`src/rtl/slot_seq_pkg.sv`:
```
package slot_seq_pkg;

  localparam int REG_W  = 8;
  localparam int ADDR_W = 5;
  localparam int ON_W   = 5;

  localparam int ON_PWR = 0;
  localparam int ON_CLK = 1;
  localparam int ON_SW  = 2;
  localparam int ON_R64 = 3;
  localparam int ON_RUN = 4;

  localparam logic [ADDR_W-1:0] ADDR_CTL = 5'h01;
  localparam logic [ADDR_W-1:0] ADDR_DLY = 5'h02;
  localparam logic [3:0]        REV_CODE = 4'b0001;

  localparam logic [1:0] MODE_SW_FIRST  = 2'b01;
  localparam logic [1:0] MODE_RST_FIRST = 2'b10;

  typedef enum logic [3:0] {
    ST_OFF, ST_C_PWR, ST_C_CLK, ST_C_FIRST, ST_C_SECOND,
    ST_ON, ST_D_SW, ST_D_CLK, ST_D_PWR
  } seqState_t;

  typedef struct packed {
    logic [ON_W-1:0] onSet;
    logic [ON_W-1:0] onClr;
    logic            loadTimer;
    logic            clearAll;
  } seqStrobe_t;

endpackage

```
`src/rtl/slot_seq_ctrl.sv`:
```
module slot_seq_ctrl
  import slot_seq_pkg::*;
(
  input  logic       clk,
  input  logic       rstN,
  input  logic       isAuto,
  input  logic       swFirst,
  input  logic       connReq,
  input  logic       discReq,
  input  logic       pwrGood,
  input  logic       timerDone,
  input  logic       protActive,
  output seqStrobe_t strobe,
  output logic       busy
);

  seqState_t state, nxtState;

  localparam logic [ON_W-1:0] SW_GROUP = ON_W'((1 << ON_SW) | (1 << ON_R64));
  localparam logic [ON_W-1:0] RUN_BIT  = ON_W'(1 << ON_RUN);

  always_comb begin
    strobe   = '0;
    nxtState = state;
    unique case (state)
      ST_OFF: if (isAuto && connReq) begin
        strobe.onSet[ON_PWR] = 1'b1;
        nxtState = ST_C_PWR;
      end
      ST_C_PWR: if (pwrGood) begin
        strobe.loadTimer = 1'b1;
        nxtState = ST_C_CLK;
      end
      ST_C_CLK: if (timerDone) begin
        strobe.onSet[ON_CLK] = 1'b1;
        strobe.loadTimer = 1'b1;
        nxtState = ST_C_FIRST;
      end
      ST_C_FIRST: if (timerDone) begin
        strobe.onSet = swFirst ? SW_GROUP : RUN_BIT;
        strobe.loadTimer = 1'b1;
        nxtState = ST_C_SECOND;
      end
      ST_C_SECOND: if (timerDone) begin
        strobe.onSet = swFirst ? RUN_BIT : SW_GROUP;
        nxtState = ST_ON;
      end
      ST_ON: if (isAuto && discReq) begin
        strobe.onClr = RUN_BIT;
        strobe.loadTimer = 1'b1;
        nxtState = ST_D_SW;
      end
      ST_D_SW: if (timerDone) begin
        strobe.onClr = SW_GROUP;
        strobe.loadTimer = 1'b1;
        nxtState = ST_D_CLK;
      end
      ST_D_CLK: if (timerDone) begin
        strobe.onClr[ON_CLK] = 1'b1;
        strobe.loadTimer = 1'b1;
        nxtState = ST_D_PWR;
      end
      ST_D_PWR: if (timerDone) begin
        strobe.onClr[ON_PWR] = 1'b1;
        nxtState = ST_OFF;
      end
      default: nxtState = ST_OFF;
    endcase
    if (protActive) begin
      strobe          = '0;
      strobe.clearAll = 1'b1;
      nxtState        = ST_OFF;
    end
  end

  always_ff @(posedge clk or negedge rstN) begin
    if (!rstN) state <= ST_OFF;
    else       state <= nxtState;
  end

  assign busy = (state != ST_OFF) && (state != ST_ON);

  AST_PROT_IDLE: assert property (@(posedge clk) disable iff (!rstN)
    protActive |=> (state == ST_OFF));

  AST_WAIT_PGOOD: assert property (@(posedge clk) disable iff (!rstN)
    (state == ST_C_PWR && !pwrGood && !protActive) |=> (state == ST_C_PWR));

  AST_BUSY_NO_REQ: assert property (@(posedge clk) disable iff (!rstN)
    (state == ST_C_PWR && !pwrGood && !protActive && discReq) |=> busy);

endmodule

```
`src/rtl/slot_seq_dp.sv`:
```
module slot_seq_dp
  import slot_seq_pkg::*;
#(
  parameter int DLY_W   = 8,
  parameter int MIN_GAP = 16
) (
  input  logic              clk,
  input  logic              rstN,
  input  logic [ADDR_W-1:0] regAddr,
  input  logic              regWrEn,
  input  logic [REG_W-1:0]  regWrData,
  output logic [REG_W-1:0]  regRdData,
  input  logic [1:0]        detect,
  input  logic              m66En,
  input  logic              busRstN,
  input  seqStrobe_t        strobe,
  input  logic              busy,
  output logic              isAuto,
  output logic              swFirst,
  output logic              connReq,
  output logic              discReq,
  output logic              timerDone,
  output logic              protActive,
  output logic              pwrEn,
  output logic              clkEnN,
  output logic              busSwEnN,
  output logic              req64En,
  output logic              slotRstN
);

  localparam int TMR_W = $clog2(MIN_GAP + (1 << DLY_W));

  logic [1:0]       seqMode;
  logic             protEn;
  logic             speedBit;
  logic [DLY_W-1:0] dlyReg;
  logic [ON_W-1:0]  onBits;
  logic [TMR_W-1:0] timer;
  logic [TMR_W-1:0] gapLoad;
  logic             cfgHit, ctlHit, dlyHit;

  assign cfgHit = (regAddr[2:0] == 3'd0);
  assign ctlHit = (regAddr == ADDR_CTL);
  assign dlyHit = (regAddr == ADDR_DLY);

  assign isAuto     = (seqMode == MODE_SW_FIRST) || (seqMode == MODE_RST_FIRST);
  assign swFirst    = (seqMode == MODE_SW_FIRST);
  assign connReq    = regWrEn && ctlHit && regWrData[6];
  assign discReq    = regWrEn && ctlHit && regWrData[7];
  assign protActive = protEn && (|detect);
  assign gapLoad    = TMR_W'(MIN_GAP) + TMR_W'(dlyReg) - TMR_W'(1);
  assign timerDone  = (timer == '0);

  always_ff @(posedge clk or negedge rstN) begin
    if (!rstN) begin
      seqMode <= 2'b00;
      protEn  <= 1'b0;
      dlyReg  <= '0;
    end else if (regWrEn) begin
      if (cfgHit) begin
        protEn <= regWrData[0];
        if (!busy) seqMode <= regWrData[3:2];
      end
      if (dlyHit) dlyReg <= regWrData[DLY_W-1:0];
    end
  end

  always_ff @(posedge clk or negedge rstN) begin
    if (!rstN)         speedBit <= 1'b0;
    else if (!busRstN) speedBit <= m66En;
  end

  always_ff @(posedge clk or negedge rstN) begin
    if (!rstN)                              onBits <= '0;
    else if (strobe.clearAll)               onBits <= '0;
    else if (regWrEn && ctlHit && !isAuto)  onBits <= regWrData[ON_W-1:0];
    else onBits <= (onBits & ~strobe.onClr) | strobe.onSet;
  end

  always_ff @(posedge clk or negedge rstN) begin
    if (!rstN)                 timer <= '0;
    else if (strobe.loadTimer) timer <= gapLoad;
    else if (!timerDone)       timer <= timer - TMR_W'(1);
  end

  always_comb begin
    regRdData = '0;
    if (cfgHit)      regRdData = {REV_CODE, seqMode, speedBit, protEn};
    else if (ctlHit) regRdData = REG_W'({busy, onBits});
    else if (dlyHit) regRdData = REG_W'(dlyReg);
  end

  assign pwrEn    =   onBits[ON_PWR] && !protActive;
  assign clkEnN   = !(onBits[ON_CLK] && !protActive);
  assign busSwEnN = !(onBits[ON_SW]  && !protActive);
  assign req64En  =   onBits[ON_R64] && !protActive;
  assign slotRstN =   onBits[ON_RUN] && !protActive;

  AST_PROT_CLEARS: assert property (@(posedge clk) disable iff (!rstN)
    protActive |=> (onBits == '0));

  AST_MODE_FROZEN: assert property (@(posedge clk) disable iff (!rstN)
    $past(busy) |-> $stable(seqMode));

  AST_SPEED_HOLD: assert property (@(posedge clk) disable iff (!rstN)
    $past(busRstN) |-> $stable(speedBit));

  AST_CLK_NEEDS_PWR: assert property (@(posedge clk) disable iff (!rstN)
    (isAuto && $rose(onBits[ON_CLK])) |-> onBits[ON_PWR]);

  AST_SW_BEFORE_RUN: assert property (@(posedge clk) disable iff (!rstN)
    (isAuto && swFirst && $rose(onBits[ON_RUN])) |-> onBits[ON_SW]);

  AST_RUN_BEFORE_SW: assert property (@(posedge clk) disable iff (!rstN)
    (isAuto && !swFirst && $rose(onBits[ON_SW])) |-> onBits[ON_RUN]);

endmodule

```
`src/rtl/slot_conn_seq.sv`:
```
module slot_conn_seq
  import slot_seq_pkg::*;
#(
  parameter int DLY_W   = 8,
  parameter int MIN_GAP = 16
) (
  input  logic              clk,
  input  logic              rstN,
  input  logic [ADDR_W-1:0] regAddr,
  input  logic              regWrEn,
  input  logic [REG_W-1:0]  regWrData,
  output logic [REG_W-1:0]  regRdData,
  input  logic [1:0]        detect,
  input  logic              pwrGood,
  input  logic              m66En,
  input  logic              busRstN,
  output logic              pwrEn,
  output logic              clkEnN,
  output logic              busSwEnN,
  output logic              req64En,
  output logic              slotRstN
);

  seqStrobe_t strobe;
  logic busy, isAuto, swFirst, connReq, discReq, timerDone, protActive;

  slot_seq_ctrl u_ctrl (
    .clk        (clk),
    .rstN       (rstN),
    .isAuto     (isAuto),
    .swFirst    (swFirst),
    .connReq    (connReq),
    .discReq    (discReq),
    .pwrGood    (pwrGood),
    .timerDone  (timerDone),
    .protActive (protActive),
    .strobe     (strobe),
    .busy       (busy)
  );

  slot_seq_dp #(.DLY_W(DLY_W), .MIN_GAP(MIN_GAP)) u_dp (
    .clk        (clk),
    .rstN       (rstN),
    .regAddr    (regAddr),
    .regWrEn    (regWrEn),
    .regWrData  (regWrData),
    .regRdData  (regRdData),
    .detect     (detect),
    .m66En      (m66En),
    .busRstN    (busRstN),
    .strobe     (strobe),
    .busy       (busy),
    .isAuto     (isAuto),
    .swFirst    (swFirst),
    .connReq    (connReq),
    .discReq    (discReq),
    .timerDone  (timerDone),
    .protActive (protActive),
    .pwrEn      (pwrEn),
    .clkEnN     (clkEnN),
    .busSwEnN   (busSwEnN),
    .req64En    (req64En),
    .slotRstN   (slotRstN)
  );

endmodule

```
`config.mk`:
```
export PLATFORM = sky130hd
export DESIGN_NAME = slot_conn_seq
export DESIGN_NICKNAME = d
export VERILOG_FILES = /design/src/rtl/slot_seq_pkg.sv /design/src/rtl/slot_seq_ctrl.sv /design/src/rtl/slot_seq_dp.sv /design/src/rtl/slot_conn_seq.sv
export SDC_FILE = /design/constraint.sdc
export NUM_CORES = 1
export LEC_CHECK = 0
export BUFFER_PORTS_ARGS = -buffer_cell sky130_fd_sc_hd__buf_2
export CORE_ASPECT_RATIO = 0.5
export CORE_MARGIN = 1
export CORE_UTILIZATION = 30
export DETAILED_ROUTE_END_ITERATION = 10
export SLEW_MARGIN = 20
export SYNTH_ARGS = -nofsm -noshare
export SYNTH_HDL_FRONTEND = slang
export SYNTH_SLANG_ARGS = --single-unit
```
`constraint.sdc`:
```
create_clock -name clk -period 1.8 [get_ports clk]
set_input_delay 0.36 -clock clk [delete_from_list [all_inputs] [get_ports clk]]
set_output_delay 0.36 -clock clk [all_outputs]
set_load 0.005 [all_outputs]
```
Word-level counts from Yosys, hierarchy flattened
Index checks and enable logic that the tools add are counted. W data, S select, Z words.

Bits of input ports: 21. Memory bits (read-only): 0. Flip-flop bits (word level): 30. Memories: 0. Memory bits (writable): 0. Bits in latches: 0. Output and inout bits: 13.

Add/subtract/negate cells: 3. Shifts and indexed selects: 0. Muxes and demuxes: 35. $lt $le $gt $ge: 0. Reductions and logical operators: 28. Bitwise operators: 4. Divide/modulo/power cells: 0. Equality and inequality tests: 23. Multiply operators: 0.

Operators by type and width (count): $mux W4 (10); $pmux W4 S9 (1); $mux W5 (7); $mux W8 (3); $ne A3 B2 Y1 const B (7); $mux W9 (2); $sub A9 B1 Y9 const B (2); $eq A4 B3 Y1 const B (4); $logic_and A1 B1 Y1 (13); $mux W12 (1); $pmux W1 S3 (4); $pmux W3 S2 (2); $add A5 B8 Y9 const A (1); $logic_not A9 Y1 (1); $reduce_and A9 Y1 (1); $eq A4 B2 Y1 const B (2); $mux W6 (1); $ne A3 B1 Y1 const B (2); $and A5 B5 Y5 (1); $eq A5 B1 Y1 const B (1); $eq A5 B2 Y1 const B (1); $not A5 Y5 (1); $or A5 B5 Y5 (1); $eq A4 B1 Y1 const B (1); other kinds (17) (23).

Depth between registers and ports, before layout
Gate-level depths: netlist of run 1.

Word-level depth: 12. Gate-level depth with buffers: 8. Mapped depth without buffers: 7.

Hierarchy
A second synthesis of run 1 with hierarchy kept.

Cell total of the unflattened synthesis: 213. Area total of the unflattened synthesis: 1958.1 um^2.

Modules (own cells, without submodules): slot_seq_dp (sequential area each 650.6 um^2, cells each 151, area each 1514.0 um^2, instances 1); slot_seq_ctrl (sequential area each 100.1 um^2, cells each 62, area each 444.2 um^2, instances 1).

Least setup slack after synthesis of run 1
No wires, ideal clock.

Kind: reg-to-reg. From: reg u_dp.timer[0]. To: reg u_dp.onBits[2]. Arrival: 1680 ps. Slack: -4 ps. Required time: 1676 ps. Library setup time: 124 ps. Stages on the path, launching flop included: 8. Cells stage by stage: dfrtp_1 inv_1 ha_1 nor4b_4 nand3_2 or4_1 nand2_1 a21oi_1.

Cells in the longest elaborated chain, start to end: 9.

RTL lines: start, declared (RTL line slot_seq_dp.sv:38) `logic [TMR_W-1:0] timer;`; start signal, assigned (RTL line slot_seq_dp.sv:82) `else if (strobe.loadTimer) timer <= gapLoad;`; start signal, assigned (RTL line slot_seq_dp.sv:83) `else if (!timerDone) timer <= timer - TMR_W'(1);`; $logic_not A9 Y1 (*) (RTL line slot_seq_dp.sv:52) `assign timerDone = (timer == '0);`; $mux W5 (RTL line slot_seq_ctrl.sv:53) `ST_D_SW: if (timerDone) begin`; $pmux W3 S2 (RTL line slot_seq_ctrl.sv:25) `unique case (state)`; $mux W12 (*) (RTL line slot_seq_ctrl.sv:69) `if (protActive) begin`; $not A5 Y5 (RTL line slot_seq_dp.sv:77) `else onBits <= (onBits & ~strobe.onClr) | strobe.onSet;`; $and A5 B5 Y5 (RTL line slot_seq_dp.sv:77); $or A5 B5 Y5 (*) (RTL line slot_seq_dp.sv:77); $mux W5 (*) (RTL line slot_seq_dp.sv:76) `else if (regWrEn && ctlHit && !isAuto) onBits <= regWrData[ON_W-1:0];`; $mux W5 (*) (RTL line slot_seq_dp.sv:75) `else if (strobe.clearAll) onBits <= '0;`; end signal, assigned (RTL line slot_seq_dp.sv:76); end signal, assigned (RTL line slot_seq_dp.sv:77); end, declared (RTL line slot_seq_dp.sv:37) `logic [ON_W-1:0] onBits;`.

Mark *: on every way between the ends. The rest lies on a longest branch, timed or not. A chain may end at the register's enable or synchronous reset.

Worst setup path after layout of run 1
From: reg u_dp.timer[1]. To: reg u_dp.timer[3].

Cells in the longest elaborated chain, start to end: 5.

RTL lines: branches (longest 5 deep; another with $sub A9 B1 Y9).

Several ways; the timed one is not identified. The select of a mux whose other input is x is not followed.

==> impl_metrics.tcl, run 1 <==
set metrics [dict create \
    finClkSkew_ns 0.00378 \
    gr-usage-all-layers 0.178 \
    crit_start "u_dp.timer[1]$_DFFE_PN0P_" \
    routability_congestion_estimate_from_global_placement 0.900 \
    slew_violations 0 \
    fp.dieW_um 116 \
    cts-root-buf "sky130_fd_sc_hd__clkbuf_16" \
    async_flop_share 1.00 \
    detailroute.via_count 1853 \
    worstSetupEndpoint "u_dp.timer[3]$_DFFE_PN0P_" \
    design.die.area_mm2 0.00688 \
    grt_antenna_before_repair 0 \
    power.static_leakage_nw 1.30 \
    yosys.area.top_type "sky130_fd_sc_hd__dfrtp_1" \
    design.final.nets 300 \
    timing.reg2reg.worst_path_depth 7 \
    clock_latency_on_the_worst_skew_pair_ns 0.27 \
    clk_path_buf_depth 2 \
    synthDominantCellAreaShare 0.383 \
    startpoint_type "flip-flop" \
    cts_tree "yes" \
    drive_gt1_frac 0.436 \
    via_count_of_the_first_global_routing_pass 1892 \
    timing_hold_violations_final 0 \
    final_antenna_net_count 0 \
    synthesized_netlist_net_count 225 \
    slew_headroom 0.542 \
    worst_ir_drop_vdd_uv 509 \
    post_synth_instance_area_mm2 0.00196 \
    routedWlPerCell_um 15.3 \
    route.detailed.vias_per_inst 5.10 \
    worst-r2r-setup-slack_ns -0.08 \
    mostFrequentLayoutCell "sky130_fd_sc_hd__buf_4" \
    synthesis.area_per_instance_um2 9.80 \
    worst_setup_slack_before_clock_tree_synthesis_ns -0.143 \
    clk_transition_reported_paths_ns 0.05 \
    starting_density_of_the_core 0.317 \
    flip_flop_and_latch_count_after_synthesis 30 \
    finalCriticalPeriod_ns 1.88 \
    worstPathMaxFanout 6 \
    final-setup-viol-count 16 \
    period_share 1.04 \
    timing.hold.worst.class "input pin to asynchronous set/reset pin" \
    worst_setup_path_end_kind "flip-flop" \
    post-route-worst-setup-slack_ns -0.0788 \
    numPortBuffers 33 \
    cts.sinks 30 \
    drt_drc_violations_left 0 \
    worst_pin_slew_ns 0.688 \
    synth.area.top_cells "sky130_fd_sc_hd__dfrtp_1, sky130_fd_sc_hd__mux2_2, sky130_fd_sc_hd__mux2i_1, sky130_fd_sc_hd__nor2_1, sky130_fd_sc_hd__a21oi_1" \
    max_cap_viol_count 0 \
    floorplan.io_pins 34 \
    flow.area_growth_from_synthesis_pct 41.5 \
    path_class "flip-flop to flip-flop" \
    crit_reg_reg_startpoint "u_dp.timer[1]$_DFFE_PN0P_" \
    grt_start_max_net_pins 31 \
    rr_endpoint "u_dp.timer[3]$_DFFE_PN0P_" \
    number_of_buffers_created_by_cts 5 \
    drt-initial-drc-count 111 \
    netlist-cell-type-count 50 \
    setup_repair_after_global_routing_missed_its_margin "yes" \
    wire_length_of_the_first_global_routing_pass_mm 9.08 \
    synth_ff_type "sky130_fd_sc_hd__dfrtp_1" \
    cts_hold_buffers 0 \
    placed_cells 350 \
    run_status "finished, violations left" \
    drt_pre_antenna_iters 4 \
    layout.cells.non_filler 363 \
    synth-warning-count 0 \
    totalPowerFinal_mw 3.40 \
    place_hpwl_mm 4.15 \
    cts.htree.levels 2 \
    num_rows 20 \
    cells_after_synthesis 200 \
    req_time_crit_path_ns 1.96 \
    worstPathArrival_ns 2.03 \
    synth.yosys.seq_area_share 0.383 \
    placeableCoreArea_mm2 0.00618 \
    synth_edf_count 0 \
    globalRoute.totalOverflow 0 \
    mostFrequentLayoutCells "sky130_fd_sc_hd__buf_4, sky130_fd_sc_hd__buf_2, sky130_fd_sc_hd__dfrtp_1" \
    routed_wl_mm 5.55 \
    fmax_mhz 532 \
    violations "setup timing" \
    p_per_area_mw_per_mm2 1220 \
    die_h_um 59.2 \
    diodes 0 \
]
## what timing repair did
action                     in CTS  in global routing
resized for setup              14                 17
cloned                          1                  1
setup endpoints to repair      17                 22
setup buffers                   2                  3
pin swaps                       7                  9
## routing by layer
layer,share of wire,up-vias,wire [um],global-route usage
li1,-,879,-,-
met1,0.45,910,2530,0.221
met2,0.48,54,2640,0.305
met3,0.050,10,279,0.0419
met4,0.019,0,106,0.0641
met5,0,-,0,0
## cell families (layout without fill, tap and decap cells)
group	Yosys count	after routing	share of synthesized area
compound gates	37	37	0.140
xor+xnor	10	10	0.0447
fa+ha+maj	4	4	0.0255
buf+inv	19	93	0.0428
flops	30	30	0.383
mux	25	25	0.135
simple gates	75	76	0.229
## sequential cells by signal, summed over array words and instances, names as in the netlist
register / count
u_dp.timer: 9
u_dp.protEn: 1
u_ctrl.state: 4
u_dp.dlyReg: 8
u_dp.seqMode: 2
u_dp.speedBit: 1
u_dp.onBits: 5
## final cells by class
cell class	count	area, um^2
clock buffer	7	133
fill	612	3410
inverter	11	41.3
multi-input combinational	152	1220
sequential	30	753
tap	88	110
timing repair buffer	75	512
## stage by stage
stage	hold WS [ns]	util	area [um^2]	TNS (ns)
after floorplan	0.0644	-	1960	0
after global placement	0.435	0.402	2480	-0.926
after detailed placement	0.449	0.402	2480	-2.02
after CTS	0.158	0.436	2700	-0.699
after global routing	0.177	0.449	2770	-2.03
final	0.130	0.449	2770	-0.882
## synthesized netlist by cell type (2+ instances only)
cell and n:
sky130_fd_sc_hd__xor2_1 5, sky130_fd_sc_hd__mux2i_1 13, sky130_fd_sc_hd__clkbuf_1 2, sky130_fd_sc_hd__nand2b_1 3, sky130_fd_sc_hd__and2_1 6, sky130_fd_sc_hd__nor3_1 7
sky130_fd_sc_hd__buf_2 4, sky130_fd_sc_hd__ha_1 4, sky130_fd_sc_hd__nand3_1 7, sky130_fd_sc_hd__a21oi_1 10, sky130_fd_sc_hd__o21ai_0 8, sky130_fd_sc_hd__inv_1 11
sky130_fd_sc_hd__nor3_2 2, sky130_fd_sc_hd__nor3b_1 3, sky130_fd_sc_hd__nor2_1 15, sky130_fd_sc_hd__o21a_1 2, sky130_fd_sc_hd__a222oi_1 4, sky130_fd_sc_hd__or4_1 2
sky130_fd_sc_hd__buf_4 2, sky130_fd_sc_hd__xnor2_1 5, sky130_fd_sc_hd__mux2_2 12, sky130_fd_sc_hd__nand2_1 13, sky130_fd_sc_hd__dfrtp_1 30, sky130_fd_sc_hd__o31a_1 2
sky130_fd_sc_hd__nor4_1 3
## report_power, final
group / internal [mW] / leakage, nW / total, mW / switching [mW]
sequential: 0.866 / 0.380 / 1.07 / 0.205
clock: 0.503 / 0.0640 / 0.771 / 0.268
combinational: 0.831 / 0.859 / 1.55 / 0.723
total: 2.20 / 1.30 / 3.40 / 1.20
## worst min path at each step
stage,from,endpoint,slack [ns],cells after the start
floorplan,rstN,u_ctrl.state[0]$_DFFE_PN0P_,0.06,0
global placement,rstN,u_dp.dlyReg[1]$_DFFE_PN0P_,0.43,1
detailed placement,rstN,u_dp.dlyReg[1]$_DFFE_PN0P_,0.45,1
CTS,rstN,u_dp.dlyReg[1]$_DFFE_PN0P_,0.16,1
global route,rstN,u_dp.dlyReg[1]$_DFFE_PN0P_,0.18,1
finish,rstN,u_dp.protEn$_DFFE_PN0P_,0.13,1
## critical path, cell delays in order, from the launching register on
cell and delay, ns:
sky130_fd_sc_hd__dfrtp_1 0.39, sky130_fd_sc_hd__inv_2 0.09, sky130_fd_sc_hd__ha_4 0.13, sky130_fd_sc_hd__nor4b_4 0.26, sky130_fd_sc_hd__nand3_4 0.17, sky130_fd_sc_hd__a221oi_4 0.41, sky130_fd_sc_hd__nand2_2 0.17, sky130_fd_sc_hd__mux2i_1 0.15
Note: power is estimated with default switching activity, not from simulation.
==> inputs of run 2 (changes only) <==
--- a/config.mk
+++ b/config.mk
@@ -10,6 +10,7 @@
 export CORE_MARGIN = 1
 export CORE_UTILIZATION = 30
 export DETAILED_ROUTE_END_ITERATION = 10
+export REMOVE_ABC_BUFFERS = 1
 export SLEW_MARGIN = 20
 export SYNTH_ARGS = -nofsm -noshare
 export SYNTH_HDL_FRONTEND = slang
==> impl_metrics.tcl, run 2 (same netlist as run 1, synthesis figures left out) <==
set metrics [dict create \
    worstPathArrival_ns 2.04 \
    path_class "flip-flop to flip-flop" \
    routedWlPerCell_um 14.8 \
    floorplan.io_pins 34 \
    drive_gt1_frac 0.407 \
    num_rows 20 \
    cpMaxStageDelayCell "sky130_fd_sc_hd__or4_4" \
    numPortBuffers 33 \
    flow.area_growth_from_synthesis_pct 37.9 \
    worst_pin_slew_ns 0.685 \
    worstPathMaxFanout 7 \
    place_hpwl_mm 3.94 \
    slew_headroom 0.544 \
    grt_antenna_before_repair 0 \
    cts.sinks 30 \
    drt_drc_violations_left 0 \
    worstPathBufferInverterCount 1 \
    final-setup-viol-count 15 \
    clk_transition_reported_paths_ns 0.05 \
    largest-register "u_dp.timer" \
    number_of_flip_flops_under_the_largest_register_name 9 \
    route.detailed.vias_per_inst 4.96 \
    top_regs "u_dp.timer x9, u_dp.dlyReg x8, u_dp.onBits x5" \
    routability_congestion_estimate_from_global_placement 0.843 \
    clock_latency_on_the_worst_skew_pair_ns 0.27 \
    drt_pre_antenna_iters 4 \
    number_of_buffers_created_by_cts 5 \
    design.die.area_mm2 0.00688 \
    startpoint_type "flip-flop" \
    via_count_of_the_first_global_routing_pass 1706 \
    critPathTopFamily "simple AND/OR/NAND/NOR gates" \
    detailroute.via_count 1777 \
    cts_tree "yes" \
    timing.hold.worst.class "input pin to asynchronous set/reset pin" \
    starting_density_of_the_core 0.317 \
    mostFrequentLayoutCell "sky130_fd_sc_hd__buf_4" \
    grt_start_max_net_pins 31 \
    design.final.nets 294 \
    worst_setup_slack_before_clock_tree_synthesis_ns -0.142 \
    gr-usage-all-layers 0.164 \
    period_share 1.06 \
    diodes 0 \
    die_h_um 59.2 \
    timing_hold_violations_final 0 \
    wire_length_of_the_first_global_routing_pass_mm 8.48 \
    cts.htree.levels 2 \
    finalCriticalPeriod_ns 1.90 \
    final_core_utilization 0.437 \
    fp.dieW_um 116 \
    power.static_leakage_nw 1.29 \
    setup_repair_after_global_routing_missed_its_margin "yes" \
    clk_path_buf_depth 2 \
    routed_wl_mm 5.32 \
    worst_setup_path_end_kind "flip-flop" \
    run_status "finished, violations left" \
    p_per_area_mw_per_mm2 1290 \
    cp_slowest_stage_delay_ns 0.56 \
    worst_ir_drop_vdd_uv 496 \
    violations "setup timing" \
    post-route-worst-setup-slack_ns -0.0992 \
    cts-root-buf "sky130_fd_sc_hd__clkbuf_16" \
    fmax_mhz 527 \
    globalRoute.totalOverflow 0 \
    final_antenna_net_count 0 \
    placeableCoreArea_mm2 0.00618 \
    slew_violations 0 \
    cts_hold_buffers 0 \
    worstPathCellList "inv_2, ha_4, nor4b_4, nand3_4, or4_4, nand2_2, a21oi_2" \
    req_time_crit_path_ns 1.95 \
    mostFrequentLayoutCells "sky130_fd_sc_hd__buf_4, sky130_fd_sc_hd__buf_2, sky130_fd_sc_hd__dfrtp_1" \
    finClkSkew_ns 0.00645 \
    drt-initial-drc-count 105 \
    max_cap_viol_count 0 \
]
-- run 2: final timing paths --
path / from / end / slack (ns) / cells after the start
worst max-delay path: u_dp.timer[1]$_DFFE_PN0P_ / u_dp.onBits[2]$_DFF_PN0_ / -0.1 / 7
worst min-delay path: rstN / u_dp.dlyReg[2]$_DFFE_PN0P_ / 0.13 / 1
worst max register to register: u_dp.timer[1]$_DFFE_PN0P_ / u_dp.onBits[2]$_DFF_PN0_ / -0.1 / 7
worst min register to register: u_dp.speedBit$_DFFE_PN0N_ / u_dp.speedBit$_DFFE_PN0N_ / 0.54 / 1
max in group asynchronous: rstN / u_ctrl.state[2]$_DFFE_PN0P_ / 1.18 / 1
min in group clk: regWrData[5] / u_dp.dlyReg[5]$_DFFE_PN0P_ / 0.32 / 2
-- run 2: metrics by stage --
stage / total power [mW] / TNS (ns) / instances / hold slack, ns / cell area, um^2
after floorplan: 1.78 / -1.18 / 192 / 0.0644 / 1920
after global placement: 2.35 / -1.28 / 341 / 0.436 / 2400
after detailed placement: 2.38 / -2.36 / 341 / 0.432 / 2400
after CTS: 3.46 / -0.0858 / 357 / 0.148 / 2670
after global routing: 3.69 / -2.36 / 358 / 0.189 / 2700
final: 3.48 / -0.786 / 358 / 0.133 / 2700
-- run 2: worst reg2reg max path, cell delays in order, from the launching register on --
cell	delay, ns
sky130_fd_sc_hd__dfrtp_1	0.40
sky130_fd_sc_hd__inv_2	0.09
sky130_fd_sc_hd__ha_4	0.14
sky130_fd_sc_hd__nor4b_4	0.28
sky130_fd_sc_hd__nand3_4	0.17
sky130_fd_sc_hd__or4_4	0.57
sky130_fd_sc_hd__nand2_2	0.08
sky130_fd_sc_hd__a21oi_2	0.05
-- run 2: report_power, final --
group          internal (mW)  switching (mW)  leakage [nW]
Combinational          0.799           0.693         0.830
Sequential             0.863           0.204         0.380
Clock                  0.652           0.272        0.0781
Total                   2.31            1.17          1.29
-- run 2: timing repair --
item | 4_1_cts | 5_1_grt
pin swaps | 10 | 4
gates resized for setup | 11 | 7
endpoints found under the setup margin | 15 | 24
cloned | 1 | 0
setup buffers | 7 | 1
-- run 2: cell type report --
type / count / area [um^2]
clock buffer: 7 / 133
clock inverter: 1 / 30.0
fill: 595 / 3480
inverter: 11 / 41.3
multi-input combinational: 152 / 1200
sequential: 30 / 753
tap: 88 / 110
timing repair buffer: 69 / 439
-- run 2: routing by layer --
| metal | up-vias | part of all wire | global-route usage |
|---|---|---|---|
| li1 | 874 | - | - |
| met1 | 873 | 0.47 | 0.215 |
| met2 | 26 | 0.49 | 0.279 |
| met3 | 4 | 0.031 | 0.0348 |
| met4 | 0 | 0.0071 | 0.0421 |
| met5 | - | 0 | 0 |
